`config.mk`:
```
export PLATFORM = sky130hd
export DESIGN_NAME = irq_stat_intx
export DESIGN_NICKNAME = d
export VERILOG_FILES = /design/src/rtl/isr_pkg.sv /design/src/rtl/isr_route.sv /design/src/rtl/isr_store.sv /design/src/rtl/isr_pin.sv /design/src/rtl/irq_stat_intx.sv
export SDC_FILE = /design/constraint.sdc
export NUM_CORES = 1
export LEC_CHECK = 0
export ABC_AREA = 0
export ABC_CLOCK_PERIOD_IN_PS = 900
export BUFFER_PORTS_ARGS = -buffer_cell sky130_fd_sc_hd__clkbuf_2
export CORE_AREA = 2 2 39 41
export CTS_CLUSTER_SIZE = 25
export DETAILED_ROUTE_END_ITERATION = 16
export DIE_AREA = 0 0 41 43
export HOLD_SLACK_MARGIN = 0.02
export PLACE_DENSITY_LB_ADDON = 0.05
export SLEW_MARGIN = 0
export SYNTH_ARGS = -nofsm -noshare
export SYNTH_HDL_FRONTEND = slang
export SYNTH_SLANG_ARGS = --single-unit
```
`constraint.sdc`:
```
create_clock -name clk -period 0.9 [get_ports clk]
set_clock_uncertainty 0.2 [all_clocks]
set_input_delay 0.135 -clock clk [delete_from_list [all_inputs] [get_ports clk]]
set_output_delay 0.135 -clock clk [all_outputs]
set_load 0.01 [all_outputs]
```
`src/rtl/isr_pkg.sv`:
```
package isr_pkg;
  localparam int unsigned QBIT = 0;
  localparam int unsigned CBIT = 1;

  // Next register value: a read clears old contents, new causes always merge in.
  function automatic logic [7:0] isr_next(input logic [7:0] cur, input logic [7:0] setv,
                                          input logic rd);
    return (rd ? 8'h00 : cur) | setv;
  endfunction
endpackage

```
`src/rtl/isr_route.sv`:
```
module isr_route #(
  parameter int unsigned W = 8
) (
  input  logic         q_evt,
  input  logic         cfg_evt,
  input  logic         msix_en,
  output logic [W-1:0] set_vec
);
  import isr_pkg::*;

  always_comb begin
    set_vec       = '0;
    set_vec[QBIT] = q_evt & ~msix_en;
    set_vec[CBIT] = cfg_evt;
  end
endmodule

```
`src/rtl/isr_store.sv`:
```
module isr_store #(
  parameter int unsigned W = 8
) (
  input  logic         clk,
  input  logic         rst_n,
  input  logic [W-1:0] set_vec,
  input  logic         rd,
  output logic [W-1:0] stat_q,
  output logic [W-1:0] rd_data
);
  import isr_pkg::*;
  localparam logic [W-1:0] USED = (W'(1) << QBIT) | (W'(1) << CBIT);

  always_ff @(posedge clk) begin
    if (!rst_n) stat_q <= '0;
    else        stat_q <= W'(isr_next(8'(stat_q), 8'(set_vec), rd));
  end

  assign rd_data = rd ? stat_q : '0;

  AST_RD_CLEARS: assert property (@(posedge clk) disable iff (!rst_n)
    (rd && set_vec == '0) |=> stat_q == '0);
  AST_EVT_KEPT: assert property (@(posedge clk) disable iff (!rst_n)
    (set_vec != '0) |=> ((stat_q & $past(set_vec)) == $past(set_vec)));
  AST_STICKY: assert property (@(posedge clk) disable iff (!rst_n)
    !rd |=> ((stat_q & $past(stat_q)) == $past(stat_q)));
  AST_RSVD_ZERO: assert property (@(posedge clk) disable iff (!rst_n)
    (stat_q & ~USED) == '0);
endmodule

```
`src/rtl/isr_pin.sv`:
```
module isr_pin #(
  parameter int unsigned W = 8
) (
  input  logic [W-1:0] stat,
  input  logic         msix_en,
  input  logic         intx_dis,
  output logic         irq_stat,
  output logic         intx
);
  assign irq_stat = (|stat) & ~msix_en;
  assign intx     = irq_stat & ~intx_dis;
endmodule

```
`src/rtl/irq_stat_intx.sv`:
```
module irq_stat_intx (
  input  logic       clk,
  input  logic       rst_n,
  input  logic       q_evt_i,
  input  logic       cfg_evt_i,
  input  logic       msix_en_i,
  input  logic       intx_dis_i,
  input  logic       rd_i,
  output logic [7:0] rd_data_o,
  output logic       irq_stat_o,
  output logic       intx_o
);
  import isr_pkg::*;
  localparam int unsigned W = 8;

  logic [W-1:0] set_w;
  logic [W-1:0] stat_w;

  isr_route #(.W(W)) u_route (
    .q_evt(q_evt_i), .cfg_evt(cfg_evt_i), .msix_en(msix_en_i), .set_vec(set_w)
  );

  isr_store #(.W(W)) u_store (
    .clk(clk), .rst_n(rst_n), .set_vec(set_w), .rd(rd_i),
    .stat_q(stat_w), .rd_data(rd_data_o)
  );

  isr_pin #(.W(W)) u_pin (
    .stat(stat_w), .msix_en(msix_en_i), .intx_dis(intx_dis_i),
    .irq_stat(irq_stat_o), .intx(intx_o)
  );

  AST_MSIX_NO_Q: assert property (@(posedge clk) disable iff (!rst_n)
    (rd_i && msix_en_i) |=> !stat_w[QBIT]);
  AST_STAT_OR: assert property (@(posedge clk) disable iff (!rst_n)
    irq_stat_o |-> (stat_w != '0));
  AST_PIN_MASK: assert property (@(posedge clk) disable iff (!rst_n)
    intx_o |-> (!intx_dis_i && !msix_en_i));
  AST_CFG_SET: assert property (@(posedge clk) disable iff (!rst_n)
    cfg_evt_i |=> stat_w[CBIT]);
endmodule

```
---- Yosys cells after proc, flatten, opt, wreduce, memory -nomap -nowiden ----
Index checks and enable logic that the tools add are counted.
storage, ports and cells
  latch bits .............................. 0
  logic and storage cells ................. 10
  input bits .............................. 7
  bits in writable memories ............... 0
  memory bits (read-only) ................. 0
  memories kept ........................... 0
  output and inout bits ................... 10
  flip-flop bits (word level) ............. 8
operators by class
  $add $sub $neg .......................... 0
  div/mod/pow operators ................... 0
  reductions and logical operators ........ 1
  mux-type cells .......................... 2
  bitwise operators ....................... 6
  order comparisons ....................... 0
  multiply operators ...................... 0
  shift-type cells ........................ 0
  equal/unequal tests ..................... 0
operators by type and width
  operator                             number
  8-bit 2-to-1 mux                     2
  8-bit by 2-bit OR with 8-bit output  1
  8-bit OR reduction                   1
  1-bit AND                            3
  1-bit NOT                            2

---- Longest topological paths before layout ----
Gate-level depths: netlist of the first run.
  depth after elaboration ................. 3
  gate-level depth with buffers ........... 2
  mapped depth without buffers ............ 2

---- By module ----
Synthesis of the first run repeated with hierarchy kept, for this count alone.
second synthesis, totals
  cell total of the unflattened synthesis .. 47
  area, all modules ....................... 444.2 µm²
by module, submodules not included
  module     sequential area each (µm²)  cells an instance  area an instance (µm²)  times used
  isr_store  160.2                       34                 336.6                   1
  isr_route  0.0                         9                  70.1                    1
  isr_pin    0.0                         4                  37.5                    1

---- Worst setup path after synthesis of the first run ----
Ideal clock, no wire load.
  path type ............................... reg-to-output
  start point ............................. reg u_store.stat_q[0]
  end point ............................... out intx_o
  buffers on the path ..................... 0
  data required time ...................... 565 ps
  stages on the path, launching flop included .. 3
  arrival time ............................ 604 ps
  path slack .............................. -39 ps
  cells stage by stage .................... dfxtp_1 > nor2_1 > nor3_2
on the way
  cells in the longest elaborated chain, start to end .. 3
ends and longest elaborated chain
  what                      line                 text
  start: declaration        isr_store.sv:8       output logic [W-1:0] stat_q,
  start signal: assignment  isr_store.sv:16      else stat_q <= W'(isr_next(8'(stat_q), 8'(set_vec), rd));
  8-bit OR reduction        isr_pin.sv:10        assign irq_stat = (|stat) & ~msix_en;
  1-bit AND                 isr_pin.sv:10
  1-bit AND                 isr_pin.sv:11        assign intx = irq_stat & ~intx_dis;
  end: declaration          irq_stat_intx.sv:11  output logic intx_o
Every way passes these cells.

---- Final worst setup path of the first run ----
  start point ............................. reg u_store.stat_q[1]
  end point ............................... out irq_stat_o
on the way
  cells in the longest elaborated chain, start to end .. 2
ends and longest elaborated chain
  what                line                 text
  8-bit OR reduction  isr_pin.sv:10
  1-bit AND           isr_pin.sv:10
  end: declaration    irq_stat_intx.sv:10  output logic irq_stat_o,
Every way passes these cells.

==> impl_metrics.tcl, run 1 <==
set metrics [dict create \
    status "finished with violations" \
    violated_checks "hold timing, setup timing" \
    worst_path_max_delay_cell "sky130_fd_sc_hd__dfxtp_2" \
    rsz0062_at_grt "true" \
    antenna_violating_nets_post_route 0 \
    synthMostInstantiatedCell "sky130_fd_sc_hd__buf_4" \
    max_cap_violations 0 \
    die_y_um 43 \
    die_area_sq_mm 0.00176 \
    min_path_type "input port to flop" \
    overflow_left_after_global_routing 0 \
    r2r-end "u_store.stat_q[1]$_SDFF_PN0_" \
    period_utilization 1.31 \
    clkSlewWorstSetupHoldPaths_ns 0.03 \
    reg.largest.list "u_store.stat_q (2)" \
    synth.cells.most_frequent "sky130_fd_sc_hd__buf_4 (6), sky130_fd_sc_hd__and2_1 (2), sky130_fd_sc_hd__dfxtp_1 (2), sky130_fd_sc_hd__nor2_1 (2)" \
    synth.yosys.seq_area_share 0.244 \
    clock_sink_count 2 \
    antenna-diode-count 0 \
    timing.fmax_ghz 0.851 \
    post-route-worst-setup-slack_ns -0.276 \
    numCtsBuffers 3 \
    hold_slack_ns -0.0722 \
    drt_iter0_markers 2 \
    cts_buffer_depth 2 \
    globalRouteTotalUtil 0.0450 \
    crit_path_kind "flop to primary output" \
    start_util 0.118 \
    drt_first_pass_iters 2 \
    period_needed_ns 1.18 \
    timing.final.setup_violations 5 \
    post_placement_setup_slack_ns -0.158 \
    synth_top_area_share 0.275 \
    cells_after_synth 19 \
    critPathMaxFanout 3 \
    registers.top_by_ff_count "u_store.stat_q" \
    area.growth.synth_to_final_pct 54.2 \
    drt-wirelength-per-cell_um 6.52 \
    crit_path_capture_type "primary output" \
    r2r_slack_ns -0.01 \
    global_route_wire_length_before_repair_um 476 \
    number_of_global_route_vias_before_repair 122 \
    initial_antenna_violation_count 0 \
    synth_largest_area_cell "sky130_fd_sc_hd__buf_4" \
    cts_root_buf "sky130_fd_sc_hd__clkbuf_4" \
    critPathMaxStageDelay_ns 0.32 \
    cellPowerDensity_mw_per_mm2 1440 \
    final_hold_viol_count 2 \
    timing.critical_path.from_type "flop" \
    vias_after_detailed_routing 143 \
    synth_cell_types 11 \
    synth-seq-cells 2 \
    synthFlopType "sky130_fd_sc_hd__dfxtp_1" \
    wl_um 313 \
    power.leakage_nw 0.130 \
    dp.final_hpwl_um 268 \
    critical_path_buf_inv_count 1 \
    io_port_bufs 10 \
    path_cells "nor2_4 > nor2_2 > buf_2" \
    worst_flop_to_flop_path_startpoint "u_store.stat_q[1]$_SDFF_PN0_" \
    syn_area_sq_um 164 \
    total_power_w 0.000363 \
    die_width_um 41 \
    min_to "u_store.stat_q[1]$_SDFF_PN0_" \
    critical_path_required_ns 0.56 \
    ys_top_cells_by_area "sky130_fd_sc_hd__buf_4 (27%), sky130_fd_sc_hd__dfxtp_1 (24%), sky130_fd_sc_hd__nand2b_4 (8.4%)" \
    hold_start "cfg_evt_i" \
    flip_flop_count_of_the_largest_register_after_layout 2 \
    worst_path_dominant_cell_family "flip-flops" \
    synth_enable_flop_cells 0 \
    yosys_synthesis_warning_count 0 \
    final_weighted_congestion_in_routability_driven_placement 0.559 \
    maximum_number_of_pins_on_one_net_before_global_route_repair 5 \
    area_of_the_core_sq_mm 0.00138 \
    vias_per_cell 2.98 \
    htree_num_levels 1 \
    slew_viol_final 0 \
    worstRegToRegCells 2 \
    ports_placed_on_the_boundary 17 \
    hold_depth 2 \
    cts_tree "yes" \
    drc_violations 0 \
    placementRows 14 \
    asyncSetResetFlopFracSynth 0 \
    fin_setup_tns_ns -1.05 \
    critical_path_arrival_ns 0.84 \
    nNetsFinal 41 \
    clock_insertion_delay_worst_skew_ns 0.22 \
    max_rail_drop_vdd_v 0.000641 \
    synthesis.area_per_instance_sq_um 8.63 \
    fraction_of_layout_instances_using_a_drive_strength_above_1 0.656 \
]
logic make-up (layout without fill, tap and decap cells):
family,count (synthesis),count (layout),synth area share
simple gates,8,8,0.344
buf+inv,6,14,0.275
compound gates,2,2,0.115
flops,2,2,0.244
other cells,1,6,0.0229
layer usage:
| layer | up-vias | GRT usage | wire, um |
|---|---|---|---|
| met1 | 58 | 0.0508 | 141 |
| met3 | 0 | 0.0471 | 48 |
| met2 | 12 | 0.0438 | 123 |
| li1 | 73 | - | - |
| met5 | - | 0 | 0 |
| met4 | 0 | 0.0400 | 0 |
report_power, final:
group / switching [W] / leakage [nW] / internal, W
Sequential: 0.00000585 / 0.0175 / 0.0000944
Clock: 0.0000451 / 0.0138 / 0.000147
Combinational: 0.0000370 / 0.0991 / 0.0000344
worst register-to-register path, stage by stage, from the launching register on:
cell and delay (ns):
sky130_fd_sc_hd__dfxtp_2 0.32, sky130_fd_sc_hd__nor2b_1 0.13, sky130_fd_sc_hd__o21a_1 0.15
layout by cell type (no fill, tap or decap):
cell type and instances:
sky130_fd_sc_hd__nor3_2 1, sky130_fd_sc_hd__buf_4 1, sky130_fd_sc_hd__nor2_4 1, sky130_fd_sc_hd__clkbuf_4 3, sky130_fd_sc_hd__nor2_2 1, sky130_fd_sc_hd__nand2b_1 1
sky130_fd_sc_hd__nor2b_1 1, sky130_fd_sc_hd__clkbuf_2 7, sky130_fd_sc_hd__conb_1 6, sky130_fd_sc_hd__o21a_1 1, sky130_fd_sc_hd__dfxtp_2 1, sky130_fd_sc_hd__dfxtp_4 1
sky130_fd_sc_hd__nand2b_4 1, sky130_fd_sc_hd__and2_1 2, sky130_fd_sc_hd__buf_2 3, sky130_fd_sc_hd__a21boi_2 1
how the worst max path moves through the flow:
stage	from	endpoint	slack (ns)	cells past startpoint
2_1_floorplan	u_store.stat_q[0]$_SDFF_PN0_	intx_o	-0.005	2
3_3_place_gp	u_store.stat_q[1]$_SDFF_PN0_	irq_stat_o	-0.15	3
3_5_place_dp	u_store.stat_q[0]$_SDFF_PN0_	irq_stat_o	-0.16	3
4_1_cts	u_store.stat_q[0]$_SDFF_PN0_	intx_o	-0.30	3
5_1_grt	u_store.stat_q[0]$_SDFF_PN0_	intx_o	-0.34	3
6_report	u_store.stat_q[1]$_SDFF_PN0_	irq_stat_o	-0.28	3
cell type report:
cell class	count	area (sq um)
Sequential cell	2	45.0
Fill cell	165	1130
Clock buffer	3	22.5
Timing Repair Buffer	11	57.6
Tap cell	16	20.0
Multi-Input combinational cell	16	108
stage by stage:
step,utilization,instance area (sq um),cells
floorplan,-,186,24
detailed placement,0.153,211,44
CTS,0.183,253,48
global route,0.183,253,48
global placement,0.153,211,44
finish,0.183,253,48
repair_timing:
action	CTS	global route
hold endpoints to repair	2	2
setup endpoints to repair	4	6
setup buffers	1	0
pin swaps	2	3
gates resized for setup	4	3
Power figures use the tool's default switching activity.
==> inputs of run 2 (changes only) <==
Settings changed: RECOVER_POWER set to 50, SYNTH_HIERARCHICAL set to 1.
==> impl_metrics.tcl, run 2 <==
set metrics [dict create \
    fin_setup_tns_ns -5.34 \
    timing.final.setup_violations 18 \
    die_area_sq_mm 0.00176 \
    critical_path_required_ns 0.56 \
    clock_insertion_delay_worst_skew_ns 0.25 \
    rsz0062_at_grt "true" \
    cts_buffer_depth 2 \
    period_needed_ns 1.44 \
    critPathMaxStageDelay_ns 0.33 \
    layout.cells.most_common_list "sky130_fd_sc_hd__buf_6 (13), sky130_fd_sc_hd__o21a_1 (8), sky130_fd_sc_hd__dfxtp_2 (8), sky130_fd_sc_hd__clkbuf_2 (7), sky130_fd_sc_hd__and2_4 (7)" \
    synth_top_area_share 0.361 \
    flip_flop_count_of_the_largest_register_after_layout 8 \
    dp.final_hpwl_um 592 \
    overflow_left_after_global_routing 0 \
    reg.largest.list "u_store/stat_q (8)" \
    final_hold_viol_count 1 \
    drc_violations 0 \
    antenna_violating_nets_post_route 0 \
    crit_path_capture_type "primary output" \
    synthesis.area_per_instance_sq_um 9.45 \
    drt-wirelength-per-cell_um 9.05 \
    die_width_um 41 \
    hold_depth 2 \
    max_rail_drop_vdd_v 0.00114 \
    timing.fmax_ghz 0.694 \
    area_of_the_core_sq_mm 0.00138 \
    syn_area_sq_um 444 \
    cts_root_buf "sky130_fd_sc_hd__clkbuf_4" \
    period_utilization 1.60 \
    asyncSetResetFlopFracSynth 0 \
    initial_antenna_violation_count 0 \
    cells_after_synth 47 \
    maximum_number_of_pins_on_one_net_before_global_route_repair 17 \
    final_weighted_congestion_in_routability_driven_placement 0.633 \
    post_placement_setup_slack_ns -0.328 \
    nNetsFinal 80 \
    htree_num_levels 1 \
    vias_after_detailed_routing 347 \
    cellPowerDensity_mw_per_mm2 1250 \
    synth_largest_area_cell "sky130_fd_sc_hd__dfxtp_1" \
    start_util 0.321 \
    numCtsBuffers 3 \
    cts_tree "yes" \
    global_route_wire_length_before_repair_um 1350 \
    synth-seq-cells 8 \
    n_fill_cell 134 \
    status "finished with violations" \
    path_cells "nor4_4 > a211oi_1 > clkbuf_2" \
    number_of_global_route_vias_before_repair 338 \
    synthFlopType "sky130_fd_sc_hd__dfxtp_1" \
    power.leakage_nw 0.349 \
    synth_enable_flop_cells 0 \
    placementRows 14 \
    max_cap_violations 0 \
    registers.top_by_ff_count "u_store/stat_q" \
    timing.critical_path.from_type "flop" \
    final_util 0.514 \
    hold_slack_ns -0.0962 \
    worstRegToRegCells 4 \
    vias_per_cell 3.99 \
    critical_path_arrival_ns 1.11 \
    worst_path_max_delay_cell "sky130_fd_sc_hd__dfxtp_2" \
    fraction_of_layout_instances_using_a_drive_strength_above_1 0.662 \
    synth.yosys.seq_area_share 0.361 \
    ports_placed_on_the_boundary 17 \
    wl_um 787 \
    die_y_um 43 \
    slew_viol_final 0 \
    io_port_bufs 16 \
    area.growth.synth_to_final_pct 60.0 \
    violated_checks "hold timing, setup timing" \
    critPathMaxFanout 2 \
    crit_path_kind "flop to primary output" \
    layout.cells.most_common "sky130_fd_sc_hd__buf_6" \
    antenna-diode-count 0 \
    drt_iter0_markers 2 \
    synth_cell_types 13 \
    min_path_type "input port to flop" \
    clkSlewWorstSetupHoldPaths_ns 0.05 \
    post-route-worst-setup-slack_ns -0.542 \
    globalRouteTotalUtil 0.121 \
    clock_sink_count 8 \
    synth.cells.most_frequent "sky130_fd_sc_hd__and2_1 (8), sky130_fd_sc_hd__dfxtp_1 (8), sky130_fd_sc_hd__o21a_1 (8)" \
    ys_top_cells_by_area "sky130_fd_sc_hd__dfxtp_1 (36%), sky130_fd_sc_hd__o21a_1 (14%), sky130_fd_sc_hd__buf_4 (12%)" \
    drt_first_pass_iters 4 \
    yosys_synthesis_warning_count 6 \
]
## run 2: worst max-delay path: cells and delay by family (launching register included)
kind | cells | cell delay [ns]
flops | 1 | 0.33
simple gates | 1 | 0.29
compound gates | 1 | 0.11
buf+inv | 1 | 0.14
## run 2: per-stage QoR
stage / std cells / total power, W / area (sq um)
after floorplan: 52 / 0.000507 / 468
after global placement: 82 / 0.000561 / 559
after detailed placement: 82 / 0.000560 / 559
after CTS: 86 / 0.000871 / 634
after global routing: 87 / 0.000942 / 711
final: 87 / 0.000886 / 711
## run 2: area by class of cell
class / instances / area, sq um / share of cell area
sequential: 8 / 170 / 0.239
timing repair buffer: 25 / 214 / 0.301
multi-input combinational: 35 / 284 / 0.400
clock buffer: 3 / 22.5 / 0.0317
tap: 16 / 20.0 / 0.0282
## run 2: cell families (layout without fill, tap and decap cells)
group                  after synthesis  after routing  share of synthesized area
flip-flops                           8              8                      0.361
buffers and inverters                9             28                      0.138
other                                1              6                    0.00844
AO/OA/AOI/OAI                       10             10                      0.163
AND/OR/NAND/NOR                     19             19                      0.330
## run 2: repair_timing
| action | 4_1_cts | 5_1_grt |
|---|---|---|
| pin swaps | 3 | 2 |
| endpoints found under the setup margin | 18 | 18 |
| gates resized for setup | 15 | 24 |
| buffers inserted | 1 | 4 |
| endpoints found under the hold margin | 8 | 1 |
## run 2: path summary, 6_finish.rpt
path	slack, ns	end	startpoint
worst max register to register	-0.26	u_store/stat_q[1]$_SDFF_PN0_	u_store/stat_q[1]$_SDFF_PN0_
worst max-delay path	-0.54	intx_o	u_store/stat_q[7]$_SDFF_PN0_
worst min-delay path	-0.1	u_store/stat_q[1]$_SDFF_PN0_	cfg_evt_i
worst min register to register	0.42	u_store/stat_q[4]$_SDFF_PN0_	u_store/stat_q[4]$_SDFF_PN0_
## run 2: where the power goes
part           leakage [nW]  switching (W)  internal, W
Sequential           0.0687      0.0000265     0.000383
Clock                0.0138       0.000110     0.000152
Combinational         0.266      0.0000734     0.000141
## run 2: layer usage
layer | vias up | GRT usage | part of all wire
met5 | - | 0 | 0
met4 | 0 | 0.0400 | 0
met2 | 10 | 0.156 | 0.46
met1 | 148 | 0.151 | 0.48
li1 | 189 | - | -
met3 | 0 | 0.0942 | 0.060
==> inputs of run 3 (changes only) <==
Settings changed: CORE_AREA 2 2 39 41 to not set, CORE_MARGIN set to 2, CORE_UTILIZATION set to 33, DIE_AREA 0 0 41 43 to not set, SKIP_LAST_GASP set to 1.
==> impl_metrics.tcl, run 3 (synthesis results as in run 2) <==
set metrics [dict create \
    wl_um 751 \
    crit_path_capture_type "primary output" \
    status "finished with violations" \
    clock_insertion_delay_worst_skew_ns 0.25 \
    area.growth.synth_to_final_pct 52.7 \
    crit_path_kind "flop to primary output" \
    ports_placed_on_the_boundary 17 \
    final_hold_viol_count 1 \
    maximum_number_of_pins_on_one_net_before_global_route_repair 17 \
    number_of_global_route_vias_before_repair 294 \
    vias_per_cell 4.16 \
    timing.critical_path.from_type "flop" \
    drt_iter0_markers 1 \
    die_y_um 40.7 \
    post_placement_setup_slack_ns -0.333 \
    drc_violations 0 \
    critical_path_required_ns 0.56 \
    violated_checks "hold timing, setup timing" \
    max_cap_violations 0 \
    power.leakage_nw 0.330 \
    die_area_sq_mm 0.00166 \
    cts_buffer_depth 2 \
    numCtsBuffers 3 \
    critPathMaxFanout 2 \
    die_width_um 40.7 \
    htree_num_levels 1 \
    cts_tree "yes" \
    max_rail_drop_vdd_v 0.000717 \
    drt_first_pass_iters 3 \
    min_path_type "input port to flop" \
    drt-wirelength-per-cell_um 9.05 \
    io_port_bufs 16 \
    reg.largest.list "u_store/stat_q (8)" \
    r2r_slack_ns -0.26 \
    final_design_area_no_fill_sq_um 678 \
    placementRows 13 \
    cellPowerDensity_mw_per_mm2 1280 \
    worstRegToRegCells 4 \
    cts_root_buf "sky130_fd_sc_hd__clkbuf_4" \
    antenna-diode-count 0 \
    timing.fmax_ghz 0.687 \
    final_weighted_congestion_in_routability_driven_placement 0.611 \
    clkSlewWorstSetupHoldPaths_ns 0.05 \
    dp.final_hpwl_um 549 \
    clock_sink_count 8 \
    start_util 0.346 \
    critical_path_arrival_ns 1.12 \
    globalRouteTotalUtil 0.116 \
    hold_depth 2 \
    overflow_left_after_global_routing 0 \
    vias_after_detailed_routing 345 \
    area_of_the_core_sq_mm 0.00128 \
    nNetsFinal 77 \
    layout.cells.most_common "sky130_fd_sc_hd__buf_6" \
    period_utilization 1.62 \
    layout.cells.most_common_list "sky130_fd_sc_hd__buf_6 (11), sky130_fd_sc_hd__clkbuf_2 (9), sky130_fd_sc_hd__o21a_1 (8)" \
    antenna_violating_nets_post_route 0 \
    registers.top_by_ff_count "u_store/stat_q" \
    fraction_of_layout_instances_using_a_drive_strength_above_1 0.647 \
    period_needed_ns 1.46 \
    flip_flop_count_of_the_largest_register_after_layout 8 \
    hold_slack_ns -0.0861 \
    dpl_cell_area_sq_um 536 \
    rsz0062_at_grt "true" \
    timing.final.setup_violations 18 \
    initial_antenna_violation_count 0 \
    slew_viol_final 0 \
    post-route-worst-setup-slack_ns -0.556 \
    global_route_wire_length_before_repair_um 1180 \
]
## run 3: cell count changes in the layout (fill, tap and decap cells not counted), sizes merged
cell | previous run | this run
buf | 18 | 13
clkbuf | 10 | 12
## run 3: layer usage
layer / GRT usage / vias up / routed length (um)
li1: - / 184 / -
met1: 0.145 / 148 / 357
met2: 0.171 / 11 / 330
met3: 0.0163 / 2 / 53
met4: 0.100 / 0 / 10
met5: 0 / - / 0
## run 3: repair_timing
action                                  in CTS  in global routing
cloned                                       0                  0
endpoints found under the setup margin      18                 18
endpoints found under the hold margin        8                  1
buffers inserted                             1                  3
pin swaps                                    2                  4
gates resized for setup                     11                 25
## run 3: area by class of cell
type	instances	area (sq um)
fill	122	607
multi-input combinational	35	280
timing repair buffer	22	181
sequential	8	175
clock buffer	3	22.5
tap	15	18.8
## run 3: power breakdown
| part | internal [W] | total (W) | switching [W] |
|---|---|---|---|
| combinational | 0.000127 | 0.000198 | 0.0000711 |
| sequential | 0.000380 | 0.000403 | 0.0000228 |
| clock | 0.000152 | 0.000268 | 0.000116 |
## run 3: critical path: stages (launching register included)
cell                       delay (ns)
sky130_fd_sc_hd__dfxtp_2         0.32
sky130_fd_sc_hd__nor4_2          0.30
sky130_fd_sc_hd__a211oi_1        0.11
sky130_fd_sc_hd__clkbuf_2        0.14
## run 3: per-stage QoR
step | util | cells | setup TNS [ns] | hold slack [ns] | power (W)
4_1_cts | 0.466 | 82 | -4.76 | -0.0965 | 0.000850
3_5_place_dp | 0.417 | 78 | -2.48 | 0.157 | 0.000548
5_1_grt | 0.528 | 83 | -5.47 | -0.0948 | 0.000917
2_1_floorplan | - | 52 | -0.368 | 0.114 | 0.000507
6_report | 0.528 | 83 | -4.88 | -0.0861 | 0.000869
3_3_place_gp | 0.417 | 78 | -2.51 | 0.167 | 0.000549
## run 3: worst paths after layout
check	from	endpoint
min	cfg_evt_i	u_store/stat_q[1]$_SDFF_PN0_
max	u_store/stat_q[1]$_SDFF_PN0_	intx_o
max reg2reg	u_store/stat_q[7]$_SDFF_PN0_	u_store/stat_q[7]$_SDFF_PN0_
min reg2reg	u_store/stat_q[0]$_SDFF_PN0_	u_store/stat_q[0]$_SDFF_PN0_
